--- config.mk ---
export PLATFORM = sky130hd
export DESIGN_NAME = chroma_dsamp
export DESIGN_NICKNAME = d
export VERILOG_FILES = /design/src/rtl/chroma_dsamp_pkg.sv /design/src/rtl/chroma_dsamp_regs.sv /design/src/rtl/chroma_dsamp_reduce.sv /design/src/rtl/chroma_dsamp_linebuf.sv /design/src/rtl/chroma_dsamp.sv
export SDC_FILE = /design/constraint.sdc
export NUM_CORES = 2
export LEC_CHECK = 0
export BUFFER_PORTS_ARGS = -buffer_cell sky130_fd_sc_hd__buf_2
export CAP_MARGIN = 25
export CORE_AREA = 5 5 719 507
export CTS_BUF_LIST = sky130_fd_sc_hd__clkbuf_2 sky130_fd_sc_hd__clkbuf_4 sky130_fd_sc_hd__clkbuf_8
export CTS_CLUSTER_DIAMETER = 120
export DETAILED_ROUTE_END_ITERATION = 10
export DIE_AREA = 0 0 724 512
export PLACE_DENSITY = 0.52
export SLEW_MARGIN = 25
export SYNTH_ARGS = -nofsm -noshare
export SYNTH_HDL_FRONTEND = slang
export SYNTH_SLANG_ARGS = --single-unit
--- constraint.sdc ---
create_clock -name clk -period 34.4 [get_ports clk]
set_clock_uncertainty 0.15 [all_clocks]
set_input_delay 3.44 -clock clk [delete_from_list [all_inputs] [get_ports clk]]
set_output_delay 3.44 -clock clk [all_outputs]
set_load 0.01 [all_outputs]
--- src/rtl/chroma_dsamp_pkg.sv ---
// Shared types for the chroma downsampler.
// The mode struct is laid out so that a cast of the 8-bit mode word fills it.
package chroma_dsamp_pkg;

    typedef enum logic [1:0] {
        M_DROP    = 2'd0,
        M_AVG     = 2'd1,
        M_COSITE  = 2'd2,
        M_OFFSITE = 2'd3
    } method_e;

    typedef struct packed {
        logic    depth8;   // bit 7
        method_e vmeth;    // bits 6:5
        method_e hmeth;    // bits 4:3
        logic    ven;      // bit 2
        logic    hen;      // bit 1
        logic    en;       // bit 0
    } mode_t;

    localparam int A_MODE  = 0;
    localparam int A_SIZE  = 1;
    localparam int A_CLAMP = 2;
    localparam int A_HCO   = 3;
    localparam int A_HOFF  = 4;
    localparam int A_VCO   = 5;
    localparam int A_VOFF  = 6;
    localparam int FIELD   = 10;   // spacing of tap fields in a tap word

endpackage

--- src/rtl/chroma_dsamp_regs.sv ---
// Configuration registers of the chroma downsampler.
// Assumes TAP_W <= 10 and PIX_W <= 16; writes take effect the next cycle.
module chroma_dsamp_regs
    import chroma_dsamp_pkg::*;
#(
    parameter int ADDR_W = 3,
    parameter int PIX_W  = 10,
    parameter int TAP_W  = 10
) (
    input  logic                  clk,
    input  logic                  rst_n,
    input  logic                  wr,
    input  logic [ADDR_W-1:0]     addr,
    input  logic [31:0]           wdata,
    output mode_t                 mode,
    output logic [15:0]           dim_w,
    output logic [15:0]           dim_h,
    output logic [PIX_W-1:0]      clamp_lo,
    output logic [PIX_W-1:0]      clamp_hi,
    output logic [3*TAP_W-1:0]    hco,
    output logic [3*TAP_W-1:0]    hoff,
    output logic [2*TAP_W-1:0]    vco,
    output logic [2*TAP_W-1:0]    voff
);

    localparam logic [3*TAP_W-1:0] HCO_DEF  = {TAP_W'(64), TAP_W'(128), TAP_W'(64)};
    localparam logic [3*TAP_W-1:0] HOFF_DEF = {TAP_W'(128), TAP_W'(128), TAP_W'(0)};
    localparam logic [2*TAP_W-1:0] VCO_DEF  = {TAP_W'(0), TAP_W'(256)};
    localparam logic [2*TAP_W-1:0] VOFF_DEF = {TAP_W'(128), TAP_W'(128)};

    // Register file update on write strobe, defaults on reset.
    always_ff @(posedge clk) begin
        if (!rst_n) begin
            mode     <= '0;
            dim_w    <= '0;
            dim_h    <= '0;
            clamp_lo <= '0;
            clamp_hi <= '1;
            hco      <= HCO_DEF;
            hoff     <= HOFF_DEF;
            vco      <= VCO_DEF;
            voff     <= VOFF_DEF;
        end else if (wr) begin
            case (int'(addr))
                A_MODE:  mode <= mode_t'(wdata[7:0]);
                A_SIZE:  begin dim_w <= wdata[15:0]; dim_h <= wdata[31:16]; end
                A_CLAMP: begin clamp_lo <= wdata[0 +: PIX_W]; clamp_hi <= wdata[16 +: PIX_W]; end
                A_HCO:   hco  <= {wdata[2*FIELD +: TAP_W], wdata[FIELD +: TAP_W], wdata[0 +: TAP_W]};
                A_HOFF:  hoff <= {wdata[2*FIELD +: TAP_W], wdata[FIELD +: TAP_W], wdata[0 +: TAP_W]};
                A_VCO:   vco  <= {wdata[FIELD +: TAP_W], wdata[0 +: TAP_W]};
                A_VOFF:  voff <= {wdata[FIELD +: TAP_W], wdata[0 +: TAP_W]};
                default: ;
            endcase
        end
    end


    mode_write_chk: assert property (@(posedge clk) disable iff (!rst_n)
        (wr && int'(addr) == A_MODE) |=> (mode == mode_t'($past(wdata[7:0]))));

endmodule

--- src/rtl/chroma_dsamp_reduce.sv ---
// Combinational reducer: merges two samples (a, b) with a left neighbour p
// by drop, average, or a signed 3-tap filter with rounding and clamping.
// Assumes the taps keep the sum inside ACC_W bits.
module chroma_dsamp_reduce
    import chroma_dsamp_pkg::*;
#(
    parameter int PIX_W = 10,
    parameter int TAP_W = 10,
    parameter int FRAC  = 8
) (
    input  method_e                  meth,
    input  logic [PIX_W-1:0]         p,
    input  logic [PIX_W-1:0]         a,
    input  logic [PIX_W-1:0]         b,
    input  logic signed [TAP_W-1:0]  t0,
    input  logic signed [TAP_W-1:0]  t1,
    input  logic signed [TAP_W-1:0]  t2,
    input  logic [PIX_W-1:0]         lo,
    input  logic [PIX_W-1:0]         hi,
    output logic [PIX_W-1:0]         r
);

    localparam int ACC_W = PIX_W + TAP_W + 3;
    localparam int RND   = 1 << (FRAC - 1);

    logic signed [ACC_W-1:0] acc, scaled, slo, shi;
    logic        [PIX_W:0]   pair;

    // Filter sum, rounding and clamp bounds.
    always_comb begin
        acc = $signed({{(ACC_W-PIX_W){1'b0}}, p}) * $signed({{(ACC_W-TAP_W){t0[TAP_W-1]}}, t0})
            + $signed({{(ACC_W-PIX_W){1'b0}}, a}) * $signed({{(ACC_W-TAP_W){t1[TAP_W-1]}}, t1})
            + $signed({{(ACC_W-PIX_W){1'b0}}, b}) * $signed({{(ACC_W-TAP_W){t2[TAP_W-1]}}, t2})
            + $signed(ACC_W'(RND));
        scaled = acc >>> FRAC;
        slo    = $signed({{(ACC_W-PIX_W){1'b0}}, lo});
        shi    = $signed({{(ACC_W-PIX_W){1'b0}}, hi});
        pair   = {1'b0, a} + {1'b0, b} + (PIX_W+1)'(1);
    end

    // Method select.
    always_comb begin
        case (meth)
            M_DROP:  r = a;
            M_AVG:   r = pair[PIX_W:1];
            default: begin
                if (scaled < slo)      r = lo;
                else if (scaled > shi) r = hi;
                else                   r = scaled[PIX_W-1:0];
            end
        endcase
    end

endmodule

--- src/rtl/chroma_dsamp_linebuf.sv ---
// Single-line chroma store: synchronous write, combinational read.
// Holds no reset; contents are only read after being written in the same frame.
module chroma_dsamp_linebuf #(
    parameter int DEPTH = 64,
    parameter int DW    = 20,
    localparam int IW   = $clog2(DEPTH)
) (
    input  logic          clk,
    input  logic          wr_en,
    input  logic [IW-1:0] wr_idx,
    input  logic [DW-1:0] wr_data,
    input  logic [IW-1:0] rd_idx,
    output logic [DW-1:0] rd_data
);

    logic [DW-1:0] mem [DEPTH];

    // Store one even-line chroma pair per column.
    always_ff @(posedge clk) begin
        if (wr_en) mem[wr_idx] <= wr_data;
    end

    assign rd_data = mem[rd_idx];

endmodule

--- src/rtl/chroma_dsamp.sv ---
// Streaming chroma downsampler, one register stage from input to output.
// Assumes: registers change only with no pixel in flight; in_sof marks
// column 0 of line 0; lines fit LINE_MAX; even line length when H is on.
module chroma_dsamp
    import chroma_dsamp_pkg::*;
#(
    parameter int PIX_W    = 10,
    parameter int TAP_W    = 10,
    parameter int FRAC     = 8,
    parameter int LINE_MAX = 64,
    parameter int ADDR_W   = 3
) (
    input  logic              clk,
    input  logic              rst_n,
    input  logic              reg_wr,
    input  logic [ADDR_W-1:0] reg_addr,
    input  logic [31:0]       reg_wdata,
    input  logic              in_valid,
    output logic              in_ready,
    input  logic              in_sof,
    input  logic              in_eol,
    input  logic [PIX_W-1:0]  in_y,
    input  logic [PIX_W-1:0]  in_cb,
    input  logic [PIX_W-1:0]  in_cr,
    output logic              out_valid,
    input  logic              out_ready,
    output logic              out_sof,
    output logic              out_eol,
    output logic              out_eof,
    output logic              out_cvalid,
    output logic [PIX_W-1:0]  out_y,
    output logic [PIX_W-1:0]  out_cb,
    output logic [PIX_W-1:0]  out_cr
);

    localparam int BI_W = $clog2(LINE_MAX);
    localparam int NCH  = 2;

    mode_t                mode;
    logic [15:0]          dim_w, dim_h;
    logic [PIX_W-1:0]     clamp_lo, clamp_hi;
    logic [3*TAP_W-1:0]   hco, hoff, htaps;
    logic [2*TAP_W-1:0]   vco, voff, vtaps;

    chroma_dsamp_regs #(.ADDR_W(ADDR_W), .PIX_W(PIX_W), .TAP_W(TAP_W)) i_regs (
        .clk(clk), .rst_n(rst_n), .wr(reg_wr), .addr(reg_addr), .wdata(reg_wdata),
        .mode(mode), .dim_w(dim_w), .dim_h(dim_h),
        .clamp_lo(clamp_lo), .clamp_hi(clamp_hi),
        .hco(hco), .hoff(hoff), .vco(vco), .voff(voff)
    );

    logic        fire, h_on, v_on, d8, h_ok, c_ok, wr_line;
    logic [15:0] col_q, line_q, col, line;
    logic [BI_W-1:0] bidx;
    logic [NCH*PIX_W-1:0] buf_wr, buf_rd;
    logic [PIX_W-1:0] cur   [NCH];
    logic [PIX_W-1:0] prev_q[NCH];
    logic [PIX_W-1:0] even_q[NCH];
    logic [PIX_W-1:0] left  [NCH];
    logic [PIX_W-1:0] hres  [NCH];
    logic [PIX_W-1:0] hsamp [NCH];
    logic [PIX_W-1:0] vres  [NCH];
    logic [PIX_W-1:0] csamp [NCH];

    assign in_ready = !out_valid || out_ready;
    assign fire     = in_valid && in_ready;
    assign h_on     = mode.en && mode.hen;
    assign v_on     = mode.en && mode.ven;
    assign d8       = mode.en && mode.depth8;
    assign col      = in_sof ? 16'd0 : col_q;
    assign line     = in_sof ? 16'd0 : line_q;
    assign h_ok     = !h_on || col[0];
    assign c_ok     = h_ok && (!v_on || line[0]);
    assign bidx     = h_on ? col[BI_W:1] : col[BI_W-1:0];
    assign htaps    = (mode.hmeth == M_OFFSITE) ? hoff : hco;
    assign vtaps    = (mode.vmeth == M_OFFSITE) ? voff : vco;
    assign wr_line  = fire && v_on && h_ok && !line[0];
    assign cur[0]   = in_cb;
    assign cur[1]   = in_cr;

    // Rounds a component to 8 bits with saturation when requested.
    function automatic logic [PIX_W-1:0] fmt_out(input logic [PIX_W-1:0] v, input logic sel8);
        logic [PIX_W:0] s;
        s = {1'b0, v} + (PIX_W+1)'(2);
        if (!sel8)        return v;
        if (s[PIX_W])     return {2'b00, {(PIX_W-2){1'b1}}};
        return {2'b00, s[PIX_W-1:2]};
    endfunction

    // Column and line position counters.
    always_ff @(posedge clk) begin
        if (!rst_n) begin
            col_q  <= '0;
            line_q <= '0;
        end else if (fire) begin
            col_q  <= in_eol ? 16'd0 : col + 16'd1;
            line_q <= in_eol ? line + 16'd1 : line;
        end
    end

    for (genvar ch = 0; ch < NCH; ch++) begin : g_ch
        // Horizontal neighbour history: even sample of the pair, last odd sample.
        always_ff @(posedge clk) begin
            if (!rst_n) begin
                prev_q[ch] <= '0;
                even_q[ch] <= '0;
            end else if (fire) begin
                if (col[0]) prev_q[ch] <= cur[ch];
                else        even_q[ch] <= cur[ch];
            end
        end

        assign left[ch] = (col == 16'd1) ? even_q[ch] : prev_q[ch];

        chroma_dsamp_reduce #(.PIX_W(PIX_W), .TAP_W(TAP_W), .FRAC(FRAC)) i_hred (
            .meth(mode.hmeth), .p(left[ch]), .a(even_q[ch]), .b(cur[ch]),
            .t0($signed(htaps[0 +: TAP_W])), .t1($signed(htaps[TAP_W +: TAP_W])),
            .t2($signed(htaps[2*TAP_W +: TAP_W])),
            .lo(clamp_lo), .hi(clamp_hi), .r(hres[ch])
        );

        assign hsamp[ch] = h_on ? hres[ch] : cur[ch];
        assign buf_wr[ch*PIX_W +: PIX_W] = hsamp[ch];

        chroma_dsamp_reduce #(.PIX_W(PIX_W), .TAP_W(TAP_W), .FRAC(FRAC)) i_vred (
            .meth(mode.vmeth), .p('0), .a(buf_rd[ch*PIX_W +: PIX_W]), .b(hsamp[ch]),
            .t0('0), .t1($signed(vtaps[0 +: TAP_W])), .t2($signed(vtaps[TAP_W +: TAP_W])),
            .lo(clamp_lo), .hi(clamp_hi), .r(vres[ch])
        );

        assign csamp[ch] = v_on ? vres[ch] : hsamp[ch];
    end

    chroma_dsamp_linebuf #(.DEPTH(LINE_MAX), .DW(NCH*PIX_W)) i_linebuf (
        .clk(clk), .wr_en(wr_line), .wr_idx(bidx), .wr_data(buf_wr),
        .rd_idx(bidx), .rd_data(buf_rd)
    );

    // Output register with valid/ready hold.
    always_ff @(posedge clk) begin
        if (!rst_n) begin
            out_valid  <= 1'b0;
            out_sof    <= 1'b0;
            out_eol    <= 1'b0;
            out_eof    <= 1'b0;
            out_cvalid <= 1'b0;
            out_y      <= '0;
            out_cb     <= '0;
            out_cr     <= '0;
        end else if (fire) begin
            out_valid  <= 1'b1;
            out_sof    <= in_sof;
            out_eol    <= in_eol;
            out_eof    <= (col == dim_w - 16'd1) && (line == dim_h - 16'd1);
            out_cvalid <= c_ok;
            out_y      <= fmt_out(in_y, d8);
            out_cb     <= c_ok ? fmt_out(csamp[0], d8) : '0;
            out_cr     <= c_ok ? fmt_out(csamp[1], d8) : '0;
        end else if (out_ready) begin
            out_valid  <= 1'b0;
        end
    end


    hold_stable_chk: assert property (@(posedge clk) disable iff (!rst_n)
        (out_valid && !out_ready) |=> (out_valid && $stable({out_y, out_cb, out_cr, out_cvalid, out_sof, out_eol, out_eof})));


    passthru_cvalid_chk: assert property (@(posedge clk) disable iff (!rst_n)
        (out_valid && !mode.en) |-> out_cvalid);


    depth8_range_chk: assert property (@(posedge clk) disable iff (!rst_n)
        (out_valid && d8) |-> (out_y[PIX_W-1 -: 2] == 2'b00 && out_cb[PIX_W-1 -: 2] == 2'b00 && out_cr[PIX_W-1 -: 2] == 2'b00));


    even_col_nochroma_chk: assert property (@(posedge clk) disable iff (!rst_n)
        (fire && h_on && !col[0]) |=> !out_cvalid);


    even_line_nochroma_chk: assert property (@(posedge clk) disable iff (!rst_n)
        (fire && v_on && !line[0]) |=> !out_cvalid);


    clamp_range_chk: assert property (@(posedge clk) disable iff (!rst_n)
        (out_valid && out_cvalid && h_on && !v_on && !d8 && mode.hmeth[1])
        |-> (out_cb >= clamp_lo && out_cb <= clamp_hi && out_cr >= clamp_lo && out_cr <= clamp_hi));


    line_fit_chk: assert property (@(posedge clk) disable iff (!rst_n)
        fire |-> (col < 16'(LINE_MAX)));

endmodule

# [Yosys cells after proc, flatten, opt, wreduce, memory -nomap -nowiden]
# Memories as Yosys holds them, arrays and structs flattened.
# Index checks and enable logic that the tools add are counted.
[word_totals] register_bits=227 ram_bits=1320 word_cells=185 memories=3
[mem_list] name="i_linebuf.mem" words=64 word_bits=20 rd=1 rd_ports_with_merged_regs=0 write_ports=1 line_no="chroma_dsamp_linebuf.sv:16" text="logic [DW-1:0] mem [DEPTH];"
[mem_list] name="even_q" words=2 word_bits=10 rd=2 rd_ports_with_merged_regs=0 write_ports=2 line_no="chroma_dsamp.sv:58" text="logic [PIX_W-1:0] even_q[NCH];"
[mem_list] name="prev_q" words=2 word_bits=10 rd=2 rd_ports_with_merged_regs=0 write_ports=2 line_no="chroma_dsamp.sv:57" text="logic [PIX_W-1:0] prev_q[NCH];"
[classes] addsub=25 mul=10 n_lt_le_gt_ge=8 n_eq_ne=13 muxes=71 n_bitwise=4 n_reduce_logical=27
[ops] operator="$mux 10" n=32
[ops] operator="$mul 11x10->21" n=10
[ops] operator="$add 23x23->23" n=6
[ops] operator="$add 23x9->23 const B" n=4
[ops] operator="$pmux 10 s2" n=4
[ops] operator="$mux 16" n=4
[ops] operator="$gt 15x11->1" n=4
[ops] operator="$lt 15x11->1" n=4
[ops] operator="$add 10x10->11" n=4
[ops] operator="$add 11x1->11 const B" n=4
[ops] operator="$add 10x2->11 const B" n=3
[ops] operator="$add 16x1->16 const B" n=2
[ops] operator="$eq 16x16->1" n=2
[ops] operator="$sub 16x1->16 const B" n=2
[ops] operator="$mux 30" n=1
[ops] operator="$mux 1" n=28
[ops] operator="$mux 20" n=1
[ops] operator="$eq 16x1->1 const B" n=1
[ops] operator="$reduce_and 2->1" n=7
[ops] operator="$eq 3x3->1 const B" n=3
[ops] operator="$logic_and 1x1->1" n=9
[ops] operator="$eq 3x2->1 const B" n=2
[ops] operator="$mux 6" n=1
[ops] operator="$eq 2x1->1 const B" n=2
[ops] operator="8 further kinds" n=18

# [Depth between registers and ports, before layout]
[logic_depth] ltp_word=28 depth_mapped=106 depth_no_buf=97

# [Cells and area by module]
# Synthesis repeated with hierarchy kept, for this count alone.
[hier_totals] cells_unflattened=9373 hier_area_um2=112450.3
[modules_own_cells] module="chroma_dsamp_linebuf" instances=1 cells_each=2223 area_each_um2=49094.6 seq_area_each_um2=38436.9
[modules_own_cells] module="chroma_dsamp_reduce at g_ch[0].i_hred ..." instances=2 cells_each=1409 area_each_um2=12455.7 seq_area_each_um2=0.0
[modules_own_cells] module="chroma_dsamp_reduce at g_ch[1].i_vred" instances=1 cells_each=1411 area_each_um2=12340.6 seq_area_each_um2=0.0
[modules_own_cells] module="chroma_dsamp_reduce at g_ch[1].i_hred" instances=1 cells_each=1404 area_each_um2=12329.3 seq_area_each_um2=0.0
[modules_own_cells] module="chroma_dsamp" instances=1 cells_each=941 area_each_um2=7837.5 seq_area_each_um2=2542.4
[modules_own_cells] module="chroma_dsamp_regs" instances=1 cells_each=576 area_each_um2=5936.9 seq_area_each_um2=3203.1

# [Least setup slack after synthesis]
# No wires, ideal clock.
[synth_path] path_kind="in2reg" startpoint="input port in_sof" endpoint="register out_cr[6]" setup_time_ns=0.118 arrival_time_ns=27.304 t_required_ns=34.132 slack_ns=6.828 stages=95 cell_sequence="clkbuf_1 inv_1 clkbuf_1 nand2_1 inv_1 ha_1 nor3b_1 and4_1 buf_2 nor2_1 clkbuf_1 buf_1 mux2_2 nand2_1 fa_1 fa_1 inv_1 ha_1 (+59 left out) a221o_1 and2_1 a21oi_1 o31ai_1 inv_1 ha_1 nand3_1 nor2_1 a211oi_1 nand2_1 o2bb2ai_1 a21oi_1 o2111a_1 o41ai_2 nand4_1 or4b_1 a21oi_1 o21ai_1"
[synth_between] elab_chain_len=28 elab_cells_between_ends=41 classes_between="add/sub (8); mul (3); order compare (4); eq/ne (1); mux (21); reduce/logical (3); memory (1)"
[synth_lines] item="start: declaration" line_no="chroma_dsamp.sv:20" text="input logic in_sof,"
[synth_lines] item="$mux 16 *" line_no="chroma_dsamp.sv:70" text="assign col = in_sof ? 16'd0 : col_q;"
[synth_lines] item="$eq 16x1->1 *" line_no="chroma_dsamp.sv:113" text="assign left[ch] = (col == 16'd1) ? even_q[ch] : prev_q[ch];"
[synth_lines] item="$mux 10 *" line_no="chroma_dsamp.sv:113"
[synth_lines] item="$mul 11x10->21 *" line_no="chroma_dsamp_reduce.sv:31" text="acc = $signed({{(ACC_W-PIX_W){1'b0}}, p}) * $signed({{(ACC_W-TAP_W){t0[TAP_W-1]}}, t0})"
[synth_lines] item="$add 23x23->23 *" line_no="chroma_dsamp_reduce.sv:32" text="+ $signed({{(ACC_W-PIX_W){1'b0}}, a}) * $signed({{(ACC_W-TAP_W){t1[TAP_W-1]}}, t1})"
[synth_lines] item="$add 23x23->23 *" line_no="chroma_dsamp_reduce.sv:33" text="+ $signed({{(ACC_W-PIX_W){1'b0}}, b}) * $signed({{(ACC_W-TAP_W){t2[TAP_W-1]}}, t2})"
[synth_lines] item="$add 23x9->23 *" line_no="chroma_dsamp_reduce.sv:34" text="+ $signed(ACC_W'(RND));"
[synth_lines] item="$gt 15x11->1" line_no="chroma_dsamp_reduce.sv:48" text="else if (scaled > shi) r = hi;"
[synth_lines] item="(+4 left out)"
[synth_lines] item="named net buf_wr[15]" line_no="chroma_dsamp.sv:55" text="logic [NCH*PIX_W-1:0] buf_wr, buf_rd;"
[synth_lines] item="(+7 left out)"
[synth_lines] item="$mux 10 *" line_no="chroma_dsamp.sv:131" text="assign csamp[ch] = v_on ? vres[ch] : hsamp[ch];"
[synth_lines] item="$add 10x2->11" line_no="chroma_dsamp.sv:84" text="s = {1'b0, v} + (PIX_W+1)'(2);"
[synth_lines] item="$mux 1 (2 in series)" line_no="chroma_dsamp.sv:86" text="if (s[PIX_W]) return {2'b00, {(PIX_W-2){1'b1}}};"
[synth_lines] item="$mux 1" line_no="chroma_dsamp.sv:150" text="end else if (fire) begin"
[synth_lines] item="$mux 1" line_no="chroma_dsamp.sv:141" text="if (!rst_n) begin"
[synth_lines] item="$mux 10" line_no="chroma_dsamp.sv:87" text="return {2'b00, s[PIX_W-1:2]};"
[synth_lines] item="$mux 10 *" line_no="chroma_dsamp.sv:86"
[synth_lines] item="$mux 10 *" line_no="chroma_dsamp.sv:158" text="out_cr <= c_ok ? fmt_out(csamp[1], d8) : '0;"
[synth_lines] item="end signal: assignment" line_no="chroma_dsamp.sv:158"
[synth_lines] item="end: declaration" line_no="chroma_dsamp.sv:33" text="output logic [PIX_W-1:0] out_cr"
# Mark *: on every way through the listed nets, which the timed path passes. The rest lies on a longest branch. The select of a mux whose other input is x is not followed.
# A chain may end at the register's enable or synchronous reset.

# [Worst setup path after layout]
[layout_path] startpoint="input port in_sof" endpoint="register out_cb[5]"
[layout_between] elab_chain_len=28 elab_cells_between_ends=41 classes_between="add/sub (8); mul (3); order compare (4); eq/ne (1); mux (21); reduce/logical (3); memory (1)"
[layout_lines] item="$mux 16" line_no="chroma_dsamp.sv:70"
[layout_lines] item="$eq 16x1->1" line_no="chroma_dsamp.sv:113"
[layout_lines] item="$mux 10" line_no="chroma_dsamp.sv:113"
[layout_lines] item="$mul 11x10->21" line_no="chroma_dsamp_reduce.sv:31"
[layout_lines] item="$add 23x23->23" line_no="chroma_dsamp_reduce.sv:32"
[layout_lines] item="$add 23x23->23" line_no="chroma_dsamp_reduce.sv:33"
[layout_lines] item="$add 23x9->23" line_no="chroma_dsamp_reduce.sv:34"
[layout_lines] item="$gt 15x11->1" line_no="chroma_dsamp_reduce.sv:48"
[layout_lines] item="(+11 left out)"
[layout_lines] item="$mux 10" line_no="chroma_dsamp.sv:131"
[layout_lines] item="$add 10x2->11" line_no="chroma_dsamp.sv:84"
[layout_lines] item="$mux 1 (2 in series)" line_no="chroma_dsamp.sv:86"
[layout_lines] item="$mux 1" line_no="chroma_dsamp.sv:150"
[layout_lines] item="$mux 1" line_no="chroma_dsamp.sv:141"
[layout_lines] item="$mux 10" line_no="chroma_dsamp.sv:87"
[layout_lines] item="$mux 10" line_no="chroma_dsamp.sv:86"
[layout_lines] item="$mux 10 *" line_no="chroma_dsamp.sv:157" text="out_cb <= c_ok ? fmt_out(csamp[0], d8) : '0;"
[layout_lines] item="end signal: assignment" line_no="chroma_dsamp.sv:157"
[layout_lines] item="end: declaration" line_no="chroma_dsamp.sv:32" text="output logic [PIX_W-1:0] out_cb,"
# Every way passes the cells marked *; elsewhere a longest branch is shown, timed or not. The select of a mux whose other input is x is not followed.

==> metrics.csv <==
stage;metric;value;unit
place;place_congestion;0.952;
cts;cts.path.max_buffers;4;
synthesis;yosys-top-cells-count;edfxtp_1 (1,320), nand2_1 (1,234), inv_1 (1,086), ha_1 (936), nor2_1 (693);
worst_setup_path;worst_setup_path_end_kind;flip-flop;
cells_and_area;final_nets;12000;
cells_and_area;fillers;35900;
synthesis;syn_nets;11800;
synthesis;yosys.area_share.simple;11.7;%
place;dp_slack;6.26;ns
job;cap_violations;0;
drt;vias_per_cell;5.43;
sta;slew_headroom;25.9;%
global_route;antenna_found_initial;45;
worst_setup_path;crit_family;compound AO/OA/AOI/OAI gates;
synthesis;ys.flop_type;edfxtp_1;
sta;grt_setup_unrepaired;no;
worst_setup_path;cp.depth;92;
worst_setup_path;worstPathRequired;35.10;ns
synthesis;synthAdderAreaFrac;23.6;%
cells_and_area;layout-drive-gt1-share;10.7;%
worst_setup_path;path_class;input port to flip-flop;
worst_setup_path;slowest_stage;o41ai_1;
worst_setup_path;crit_buf_inv;15;
cts;root_buffer;clkbuf_8;
synthesis;synth_xor_area_share;2.43;%
synthesis;yosysMostFrequentCell;edfxtp_1;
synthesis;synth_edf_count;1320;
synthesis;synth_area;107000;um2
sta;worstMarginPinSlew;1.08;ns
cts;clock_latency;0.98;ns
drt;wire_per_inst;27.1;um
synthesis;synth_top_family_by_area;adder cells;
synthesis;synth-compound-area-share;13.5;%
synthesis;synth_top_area_share;37.2;%
synthesis;netlist-cell-type-count;108;
power;power.leakage;49.0;nW
worst_setup_path;cp_data_arrival_time;28.36;ns
drt;dr.pass1.iters;6;
die;num_rows;184;
sta;hold_violations;0;
global_route;grt_pass1_vias;81100;
sta;maxSlewViolCount;0;
cts;holdBufCountCts;0;
cells_and_area;final_util;33.5;%
sta;whs;0.290;ns
global_route;grt_usage;21.8;%
die;initial_utilization;29.8;%
min_path;hp-class;flip-flop to flip-flop;
place;detailed_place_hpwl;299;mm
synthesis;async_reset_ff_share;0;%
synthesis;synth_mux_area_share;1.77;%
cts;cts_inserted_buffers;281;
synthesis;synthCells;10100;
drt;wirelength;414;mm
min_path;hold_depth;2;
die;die_y;512;um
worst_setup_path;cp_max_fo;41;
cts;cts_sinks;1547;
synthesis;synth.area.top_cells;edfxtp_1 (37%), fa_1 (13%), ha_1 (11%);
die;io_pins;108;
cts;cts_tree;done;
sta;fin_ws;6.73;ns
cells_and_area;area_growth;12.2;%
sta;tns;0;ns
power;powerDensity;42.7;nW/um2
drt;drc_errors;0;
sta;fin_crit;27.67;ns
global_route;grt_pass1_wl;591;mm
cts;cts_resized;0;
sta;fmax;36.1;MHz
die;die-area;371000;um2
sta;finalSetupViolations;0;
die;coreArea;357000;um2
place;numPortBuffers;107;
outcome;status;finished, final reports clean;
worst_setup_path;reg2regPathDepth;89;
worst_setup_path;start_kind;input port;
cells_and_area;seq_area;44200;um2
drt;ant_nets;0;
worst_setup_path;cp_common_cell;inv_1;
worst_setup_path;cpPeakStageDelay;0.94;ns
die;die_w;724;um
power;ir_drop;0.0371;mV
sta;finalCritPeriodShare;80.4;%
synthesis;ys_seq_area_share;41.4;%
global_route;grt_overflow;0;
cts;postCtsSetupBuffers;0;
global_route;grt_max_degree;101;
synthesis;synth_warnings;0;
cts;htreeDepth;5;
cts;clk_pin_slew;0.06;ns
cells_and_area;multi_input_area;57400;um2
synthesis;avgSynthCellArea;10.5;um2
synthesis;synth_top_area_cell;edfxtp_1;
drt;drt_iter0_drc;9451;
drt;vias;82900;
synthesis;synth_seq_cells;1547;
tightest hold or removal path, delay by kind of cell, from the launching register on:
family	cells	cell delay (ns)
flip-flops	1	0.31
AND/OR/NAND/NOR	2	0.09
layout by cell type, fill, tap and decap left out, types with 71 or more instances in the layout:
cell | synthesis | final
mux2_2 | 73 | 73
xor2_1 | 96 | 95
buf_4 | 1 | 253
nor2_1 | 693 | 622
a21oi_1 | 471 | 466
nor3_1 | 97 | 93
nor2b_1 | 96 | 96
o21bai_1 | 89 | 89
a31oi_1 | 73 | 71
a21o_1 | 108 | 106
clkbuf_4 | 0 | 75
inv_1 | 1086 | 1078
ha_1 | 936 | 936
a21boi_0 | 163 | 163
o21ai_0 | 337 | 329
buf_2 | 20 | 105
mux2i_1 | 104 | 93
and2_1 | 236 | 236
edfxtp_1 | 1320 | 1320
clkbuf_8 | 0 | 295
nand3_1 | 117 | 115
fa_1 | 674 | 674
nand2_1 | 1234 | 1219
dfxtp_1 | 227 | 227
o22ai_1 | 282 | 281
o221ai_1 | 88 | 88
xnor2_1 | 200 | 196
worst paths after layout:
path,to,slack (ns),from
setup / recovery,out_cb[5],6.73,in_sof
hold / removal,out_cr[3],0.29,out_cr[3]
setup reg to reg,out_cb[5],8.90,col_q[1]
hold reg to reg,out_cr[3],0.29,out_cr[3]
kinds of logic (layout without fill, tap and decap cells):
family / count (synthesis) / after routing
compound gates: 2164 / 2164
buf+inv: 1566 / 1944
simple gates: 2772 / 2772
flops: 1547 / 1547
fa+ha+maj: 1610 / 1610
xor+xnor: 296 / 296
mux: 179 / 179
other cells: 0 / 13
per-layer routing:
layer  GRT usage (%)  wire length, um  vias up
met3            6.16            48200      604
li1                -                -    36000
met5               0              139        -
met2            30.2           165000     4129
met4            5.20            10100       20
met1            32.9           190000    42200
cell type report:
class	count	area share (%)
Inverter	1093	3.43
Clock inverter	114	0.692
Clock buffer	370	3.86
Timing Repair Buffer	367	2.16
Antenna cell	13	0.0272
Tap cell	4743	4.96
Multi-Input combinational cell	7021	47.9
Sequential cell	1547	36.9
sequential cells by signal, summed over array words and instances, names as in the netlist, 8 cells and up:
signal	flops
i_linebuf.mem	1280
i_regs.hco	30
i_regs.hoff	30
even_q	20
i_regs.vco	20
i_regs.voff	20
prev_q	20
col_q	16
i_regs.dim_h	16
i_regs.dim_w	16
line_q	16
i_regs.clamp_hi	10
i_regs.clamp_lo	10
out_cb	10
out_cr	10
out_y	10
i_regs.mode	8
report_power, final:
group	internal, mW	switching (mW)
logic	0.429	0.841
registers	2.06	0.0202
clock network	0.946	0.817
total	3.43	1.68
stage by stage:
step                      area, um2  instances  power (mW)
after floorplan              107000      10100        2.93
after global placement       114000      14800        3.34
after detailed placement     114000      14800        3.36
after CTS                    120000      15300        5.12
after global routing         120000      15300        5.34
final                        120000      15300        5.11
Power figures use the tool's default switching activity.
